<file path="src/rtl/qdac_pkg.sv">
package qdac_pkg;
    localparam int QD_NUM_CH = 4;
    localparam int QD_CODE_W = 12;

    // address bits + power bit + speed bit + code bits
    function automatic int qd_word_w(input int num_ch, input int code_w);
        return $clog2(num_ch) + 2 + code_w;
    endfunction
endpackage

</file>
<file path="src/rtl/qdac_frame_rx.sv">
module qdac_frame_rx #(
    parameter int WORD_W = 16
) (
    input  logic              clk,
    input  logic              rst_n,
    input  logic              cs_n,
    input  logic              fs,
    input  logic              sclk,
    input  logic              din,
    output logic              commit_o,
    output logic [WORD_W-1:0] word_o
);
    localparam int CNT_W = $clog2(WORD_W + 1);
    localparam int IDX_W = $clog2(WORD_W);

    typedef struct packed {
        logic              active;
        logic              armed;
        logic [CNT_W-1:0]  cnt;
        logic [WORD_W-1:0] shreg;
        logic              sclk_p;
        logic              fs_p;
    } rx_t;

    rx_t q, d;

    logic sclk_fall, sclk_rise, fs_fall, fs_rise;
    logic [IDX_W-1:0] idx;

    assign sclk_fall = q.sclk_p & ~sclk;
    assign sclk_rise = ~q.sclk_p & sclk;
    assign fs_fall   = q.fs_p & ~fs;
    assign fs_rise   = ~q.fs_p & fs;
    assign idx       = IDX_W'(WORD_W - 1) - q.cnt[IDX_W-1:0];

    always_comb begin
        d        = q;
        commit_o = 1'b0;
        word_o   = q.shreg;
        d.sclk_p = sclk;
        d.fs_p   = fs;
        if (cs_n) begin
            d.active = 1'b0;
            d.armed  = 1'b0;
        end else begin
            // full word waiting for its closing edge
            if (q.armed && (sclk_rise || fs_rise || fs_fall)) begin
                commit_o = 1'b1;
                d.armed  = 1'b0;
            end
            // frame cut short by frame sync rising
            if (q.active && fs_rise && (q.cnt != '0)) begin
                commit_o = 1'b1;
            end
            if (fs_rise) begin
                d.active = 1'b0;
            end
            if (fs_fall) begin
                d.active = 1'b1;
                d.cnt    = '0;
                d.shreg  = '0;
            end else if (q.active && sclk_fall && !fs_rise) begin
                d.shreg[idx] = din;
                d.cnt        = q.cnt + 1'b1;
                if (q.cnt == CNT_W'(WORD_W - 1)) begin
                    d.armed  = 1'b1;
                    d.active = 1'b0;
                end
            end
        end
    end

    always_ff @(posedge clk) begin
        if (!rst_n) begin
            q <= '0;
        end else begin
            q <= d;
        end
    end
endmodule

</file>
<file path="src/rtl/qdac_chan_latch.sv">
module qdac_chan_latch #(
    parameter int CODE_W = 12
) (
    input  logic              clk,
    input  logic              rst_n,
    input  logic              load_i,
    input  logic              pwr_i,
    input  logic              spd_i,
    input  logic [CODE_W-1:0] code_i,
    input  logic              ldac_n,
    output logic [CODE_W-1:0] code_o,
    output logic              fast_o,
    output logic              pwr_o
);
    typedef struct packed {
        logic              pwr;
        logic              spd;
        logic [CODE_W-1:0] code;
    } ent_t;

    typedef struct packed {
        ent_t held;
        ent_t live;
    } lat_t;

    lat_t q, d;

    always_comb begin
        d = q;
        if (load_i) begin
            d.held = '{pwr: pwr_i, spd: spd_i, code: code_i};
        end
        if (!ldac_n) begin
            d.live = d.held;
        end
    end

    always_ff @(posedge clk) begin
        if (!rst_n) begin
            q <= '0;
        end else begin
            q <= d;
        end
    end

    assign code_o = q.live.code;
    assign fast_o = q.live.spd;
    assign pwr_o  = q.live.pwr;
endmodule

</file>
<file path="src/rtl/qdac_cmd_rx.sv">
module qdac_cmd_rx #(
    parameter int NUM_CH = qdac_pkg::QD_NUM_CH,
    parameter int CODE_W = qdac_pkg::QD_CODE_W
) (
    input  logic                     clk,
    input  logic                     rst_n,
    input  logic                     cs_n,
    input  logic                     fs,
    input  logic                     sclk,
    input  logic                     din,
    input  logic                     ldac_n,
    input  logic                     pd_n,
    output logic [NUM_CH*CODE_W-1:0] dac_code_o,
    output logic [NUM_CH-1:0]        dac_fast_o,
    output logic [NUM_CH-1:0]        dac_pwrdn_o
);
    localparam int ADDR_W = $clog2(NUM_CH);
    localparam int WORD_W = qdac_pkg::qd_word_w(NUM_CH, CODE_W);

    logic              rx_commit;
    logic [WORD_W-1:0] rx_word;
    logic [ADDR_W-1:0] w_addr;
    logic              w_pwr, w_spd;
    logic [CODE_W-1:0] w_code;
    logic [NUM_CH-1:0] live_pwr;

    qdac_frame_rx #(.WORD_W(WORD_W)) u_rx (
        .clk      (clk),
        .rst_n    (rst_n),
        .cs_n     (cs_n),
        .fs       (fs),
        .sclk     (sclk),
        .din      (din),
        .commit_o (rx_commit),
        .word_o   (rx_word)
    );

    assign w_addr = rx_word[WORD_W-1 -: ADDR_W];
    assign w_pwr  = rx_word[CODE_W+1];
    assign w_spd  = rx_word[CODE_W];
    assign w_code = rx_word[CODE_W-1:0];

    for (genvar ch = 0; ch < NUM_CH; ch++) begin : g_ch
        logic hit;
        assign hit = rx_commit && (w_addr == ADDR_W'(ch));

        qdac_chan_latch #(.CODE_W(CODE_W)) u_lat (
            .clk    (clk),
            .rst_n  (rst_n),
            .load_i (hit),
            .pwr_i  (w_pwr),
            .spd_i  (w_spd),
            .code_i (w_code),
            .ldac_n (ldac_n),
            .code_o (dac_code_o[ch*CODE_W +: CODE_W]),
            .fast_o (dac_fast_o[ch]),
            .pwr_o  (live_pwr[ch])
        );

        assign dac_pwrdn_o[ch] = live_pwr[ch] | ~pd_n;
    end
endmodule

</file>
<file path="config.mk">
export PLATFORM = sky130hd
export DESIGN_NAME = qdac_cmd_rx
export DESIGN_NICKNAME = d
export VERILOG_FILES = /design/src/rtl/qdac_pkg.sv /design/src/rtl/qdac_frame_rx.sv /design/src/rtl/qdac_chan_latch.sv /design/src/rtl/qdac_cmd_rx.sv
export SDC_FILE = /design/constraint.sdc
export NUM_CORES = 1
export LEC_CHECK = 0
export ABC_CLOCK_PERIOD_IN_PS = 2800
export CAP_MARGIN = 10
export CORE_ASPECT_RATIO = 1.25
export CORE_MARGIN = 1.5
export CORE_UTILIZATION = 35
export CTS_CLUSTER_DIAMETER = 100
export DETAILED_ROUTE_END_ITERATION = 8
export DONT_BUFFER_PORTS = 1
export PLACE_DENSITY = 0.49
export RECOVER_POWER = 50
export SLEW_MARGIN = 20
export SYNTH_ARGS = -nofsm -noshare
export SYNTH_HDL_FRONTEND = slang
export SYNTH_HIERARCHICAL = 1
export SYNTH_SLANG_ARGS = --single-unit
export TNS_END_PERCENT = 5
</file>
<file path="constraint.sdc">
create_clock -name clk -period 2.8 [get_ports clk]
set_input_delay 0.28 -clock clk [delete_from_list [all_inputs] [get_ports clk]]
set_output_delay 0.28 -clock clk [all_outputs]
set_load 0.05 [all_outputs]
</file>
After elaboration in Yosys (flattened, before gate mapping)
Cells that the tools add are included.
W data, S select, Z words.
Word-level totals
  flip-flop bits (word level): 137
  input port bits: 8
  logic and storage cells: 88
Operators by class
  add/subtract/negate cells: 2
  $lt $le $gt $ge: 2
  equal/unequal tests: 4
  muxes and demuxes: 17
  bitwise logic cells: 15
  reduce and logical (&&, ||, !) cells: 18
Operators by type and width (number)
  $mux W14: 4
  $mux W23: 1
  $mux W21: 1
  $bwmux W16: 1
  $logic_and A1 B1 Y1: 10
  $mux W1: 8
  $not A1 Y1: 7
  $add A5 B1 Y5 const B: 1
  $eq A5 B4 Y1 const B: 1
  $lt A4 B5 Y1 const B: 1
  $reduce_bool A5 Y1: 1
  $and A1 B1 Y1: 4
  $demux W1 S4: 1
  $eq A2 B2 Y1 const B: 2
  $ge A4 B1 Y1 const B: 1
  $or A1 B1 Y1: 4
  $sub A4 B4 Y4 const A: 1
  $eq A2 B1 Y1 const B: 1
  $logic_not A2 Y1: 1
  $logic_or A1 B1 Y1: 2
  $mux W2: 1
  $reduce_and A2 Y1: 1
  $reduce_bool A2 Y1: 1
  $reduce_or A2 Y1: 1
  $logic_not A1 Y1: 1

Logic depth before layout (Yosys ltp)
  depth in word-level cells: 10
  depth in mapped cells: 10
  gate-level depth less buffers: 8

Hierarchy
Netlist, hierarchy kept.
Modules (own cells, without submodules)
  qdac_chan_latch: times used 4, cells an instance 104, area an instance 1096.1 µm², sequential area each 560.5 µm²
  qdac_frame_rx: times used 1, cells an instance 153, area an instance 1342.5 µm², sequential area each 500.5 µm²
  qdac_cmd_rx: times used 1, cells an instance 8, area an instance 62.6 µm², sequential area each 0.0 µm²

Worst setup path after synthesis
OpenSTA, ideal clock, no wires.
  kind: register to register
  from: register u_rx/q[18] (netlist name)
  to: register g_ch[0].u_lat.q, in the netlist g_ch[0].u_lat/code_o[10]
  setup time: 116 ps
  arrival: 1847 ps
  required time: 2684 ps
  slack: 837 ps
  stages on the path, launching flop included: 10
  path buffers: 1
  cell sequence: dfxtp_1 > inv_1 > ha_1 > nand2_1 > o211ai_1 > a21oi_1 > nor3b_2 > buf_6 > mux2_2 > o211a_1
Between the ends
  cells in the longest elaborated chain, start to end: 6
RTL lines
  from (decl): line qdac_frame_rx.sv:25  | rx_t q, d;
  from (signal assigned): line qdac_frame_rx.sv:75  | q <= '0;
  from (signal assigned): line qdac_frame_rx.sv:77  | q <= d;
  $reduce_bool A5 Y1: line qdac_frame_rx.sv:52  | if (q.active && fs_rise && (q.cnt != '0)) begin
  $logic_and A1 B1 Y1: line qdac_frame_rx.sv:52
  $mux W1: line qdac_frame_rx.sv:52
  $mux W1: line qdac_frame_rx.sv:42  | if (cs_n) begin
  via rx_commit: line qdac_cmd_rx.sv:20  | logic rx_commit;
  $logic_and A1 B1 Y1: line qdac_cmd_rx.sv:45  | assign hit = rx_commit && (w_addr == ADDR_W'(ch));
  via g_ch[0].hit: line qdac_cmd_rx.sv:44  | logic hit;
  $mux W14: line qdac_chan_latch.sv:30  | if (load_i) begin
  to (signal assigned): line qdac_chan_latch.sv:40  | q <= '0;
  to (signal assigned): line qdac_chan_latch.sv:42  | q <= d;
  to (decl): line qdac_chan_latch.sv:26  | lat_t q, d;
The timed path passes the listed nets, and every way through them passes these cells.
A chain may end at the register's enable or synchronous reset.

Final worst setup path
  from: register u_rx/q[18] (netlist name)
  to: register g_ch[3].u_lat.q, in the netlist g_ch[3].u_lat/code_o[7]
Between the ends
  cells in the longest elaborated chain, start to end: 6
RTL lines (line)
  $reduce_bool A5 Y1: qdac_frame_rx.sv:52
  $logic_and A1 B1 Y1: qdac_frame_rx.sv:52
  $mux W1: qdac_frame_rx.sv:52
  $mux W1: qdac_frame_rx.sv:42
  via rx_commit: qdac_cmd_rx.sv:20
  $logic_and A1 B1 Y1: qdac_cmd_rx.sv:45
  via g_ch[3].hit: qdac_cmd_rx.sv:44
  $mux W14: qdac_chan_latch.sv:30
  to (signal assigned): qdac_chan_latch.sv:40
  to (signal assigned): qdac_chan_latch.sv:42
  to (decl): qdac_chan_latch.sv:26
The timed path passes the listed nets, and every way through them passes these cells.

==> flow_summary.json <==
{
  "pwr-share-seq_pct": 45.2,
  "cts.sink_count": 137,
  "hold_path_class": "in -> reg",
  "multi_input_area_um2": 2290,
  "ys_warn_count": 6,
  "outcome": "completed",
  "internal_power_mw": 3.71,
  "drt-initial-drc-count": 222,
  "regArea_um2": 2740,
  "areaGrowthSynthToFinish_pct": 5.47,
  "synth_area_um2": 5790,
  "startpoint_type": "flip-flop",
  "grt_use_total_pct": 15.1,
  "worst_pin_slew_ps": 707,
  "rsz0062_at_grt": "false",
  "cap_violations": 0,
  "rows": 52,
  "p_leak_nw": 2.27,
  "async_flop_share_pct": 0,
  "clk_latency_ps": 420,
  "numCtsBuffers": 17,
  "drt_wl_total_um": 12400,
  "cp.arrival_ps": 2670,
  "cp.required_ps": 3080,
  "fmax_ghz": 0.419,
  "synth-seq-area-share_pct": 47.4,
  "cellPowerDensity_nw_per_um2": 778,
  "die-height_um": 147,
  "slew_violations": 0,
  "grt_max_degree": 65,
  "setup_violations": 0,
  "ios": 64,
  "crit_fanout": 13,
  "pre_cts_slack_ps": 460,
  "cts_buffer_depth": 2,
  "route.detailed.drc": 0,
  "start_util_pct": 35.7,
  "fillers": 1595,
  "synth_cells": 577,
  "antenna_cells": 0,
  "postCtsSetupBuffers": 0,
  "grt_overflow": 0,
  "dieArea_um2": 17300,
  "wl_per_cell_um": 16.8,
  "dieWidth_um": 118,
  "dp_hpwl_um": 8240,
  "ys.flop_type": "dfxtp_1",
  "fin_tns_setup_ps": 0,
  "finalHoldViolCount": 0,
  "synth.avg_cell_area_um2": 10.0,
  "grt_pass1_wl_um": 19600,
  "comb_power_share_pct": 3.1,
  "first_global_vias": 3485,
  "vias": 3629,
  "synth_edf_count": 0,
  "synth_cell_types": 42,
  "gp_congestion": 0.723,
  "slew_headroom_pct": 52.6,
  "skew_ps": 5.66,
  "port_buffers": 0,
  "fin_crit_sh_pct": 85.3,
  "cts_tree": "built",
  "irDropWorstVdd_mv": 0.356,
  "r2r_cells": 9,
  "clk_pin_slew_ps": 50,
  "cts_resized": 0,
  "ctsHtreeMaxLevel": 4,
  "fin_nets": 526,
  "min_period_ps": 2390,
  "antenna_found_initial": 0,
  "switchingPower_mw": 1.04,
  "hold_slack_ps": 27.6,
  "power_mw": 4.75,
  "crit_type": "reg -> reg",
  "core_um2": 16200,
  "holdBufCountCts": 5,
  "viasPerCell": 4.90,
  "ys_ff_latch": 137,
  "synth_fp_nets": 590,
  "drive_gt1_share_pct": 8.00,
  "swShare_pct": 21.8,
  "min_path_cells": 2,
  "setup_slack_ps": 412,
  "cts-root-buf": "clkbuf_16",
  "critPathCaptureType": "flip-flop",
  "drtAntennaViolNets": 0,
  "first_pass_iters": 4,
  "pwr-share-clk_pct": 51.7
}
synth_stat cells (all sizes together) (4+ instances only):
master  instances  area share [%]
o211a           4            0.69
a211oi         56             7.3
nor2           56             3.6
mux2            4            0.78
a21oi           6            0.52
nand2b         12             1.3
dfxtp         137              47
mux2i          60              10
and2            5            0.54
clkinv          4            0.26
a31oi           7            0.76
and3            5            0.56
ha              5             1.1
buf            77              11
nand2          24             1.6
clkbuf         18             1.2
nor2b          56             6.1
inv            10            0.65
critical path, cell delays in order, from the launching register on:
cell and delay, ps:
dfxtp_1 400, inv_1 100, ha_1 240, nand2_1 70
o211ai_1 90, a21oi_1 280, and3_2 260, clkbuf_2 380
mux2i_1 320, a211oi_1 100
logic make-up after synthesis:
logic type	after synthesis	share of synthesized area, %
compound gates	89	11.4
fa+ha+maj	5	1.08
buf+inv	109	13.1
flops	137	47.4
mux	64	11.2
simple gates	173	16.0
power by group through the flow:
stage	Combinational, mW	Sequential, mW	Clock, mW
after floorplan	0.294	2.06	0
after global placement	0.137	2.19	0
after detailed placement	0.140	2.19	0
after CTS	0.148	2.15	2.52
after global routing	0.163	2.15	2.61
final	0.147	2.15	2.46
layout make-up:
cell class              count  area share [%]
flip-flops and latches    137            44.9
multi-input cells         331            37.5
clock buffers              23            7.99
well taps                 216            4.43
clock inverters             8            2.70
repair buffers             12            1.58
inverters                  14           0.861
stage by stage:
step	instance area (um^2)	std cells	util, %
floorplan	5790	577	-
global placement	5410	705	33.4
detailed placement	5410	705	33.4
CTS	6110	741	37.7
global route	6110	741	37.7
finish	6110	741	37.7
registers in the layout, summed over array words and instances (netlist names):
name               count
u_rx/word_o           16
g_ch.u_lat/pwr_o       4
g_ch.u_lat/fast_o      4
g_ch.u_lat/q          56
u_rx/q                 9
g_ch.u_lat/code_o     48
final timing paths:
check | from | endpoint | slack (ps)
worst max-delay path | u_rx/q[18] | g_ch[3].u_lat/code_o[7] | 410
worst min-delay path | sclk | u_rx/q[1] | 30
worst max register to register | u_rx/q[18] | g_ch[3].u_lat/code_o[7] | 410
worst min register to register | g_ch[1].u_lat/q[22] | g_ch[1].u_lat/q[22] | 490
metal layers:
layer | routed length [um] | track usage [%] | part of all wire, %
met1 | 5740 | 18.7 | 46
met3 | 586 | 4.43 | 4.7
met2 | 5800 | 24.0 | 47
met5 | 0 | 0 | 0
met4 | 316 | 7.56 | 2.5
layout by cell type, fill, tap and decap left out, types with 4 or more instances in the layout:
cell / n
clkbuf_16: 17
dfxtp_1: 137
nand2b_1: 12
clkbuf_8: 4
bufinv_16: 5
dlygate4sd3_1: 5
and3_1: 4
a21oi_1: 6
a31oi_1: 7
buf_4: 5
nand2_1: 23
o211a_1: 4
nor2b_1: 56
nor2_1: 56
and2_1: 5
a211oi_1: 56
mux2i_1: 60
clkinv_1: 4
mux2_2: 4
inv_1: 10
ha_1: 5
No activity file was read; power rests on OpenSTA's default activity.
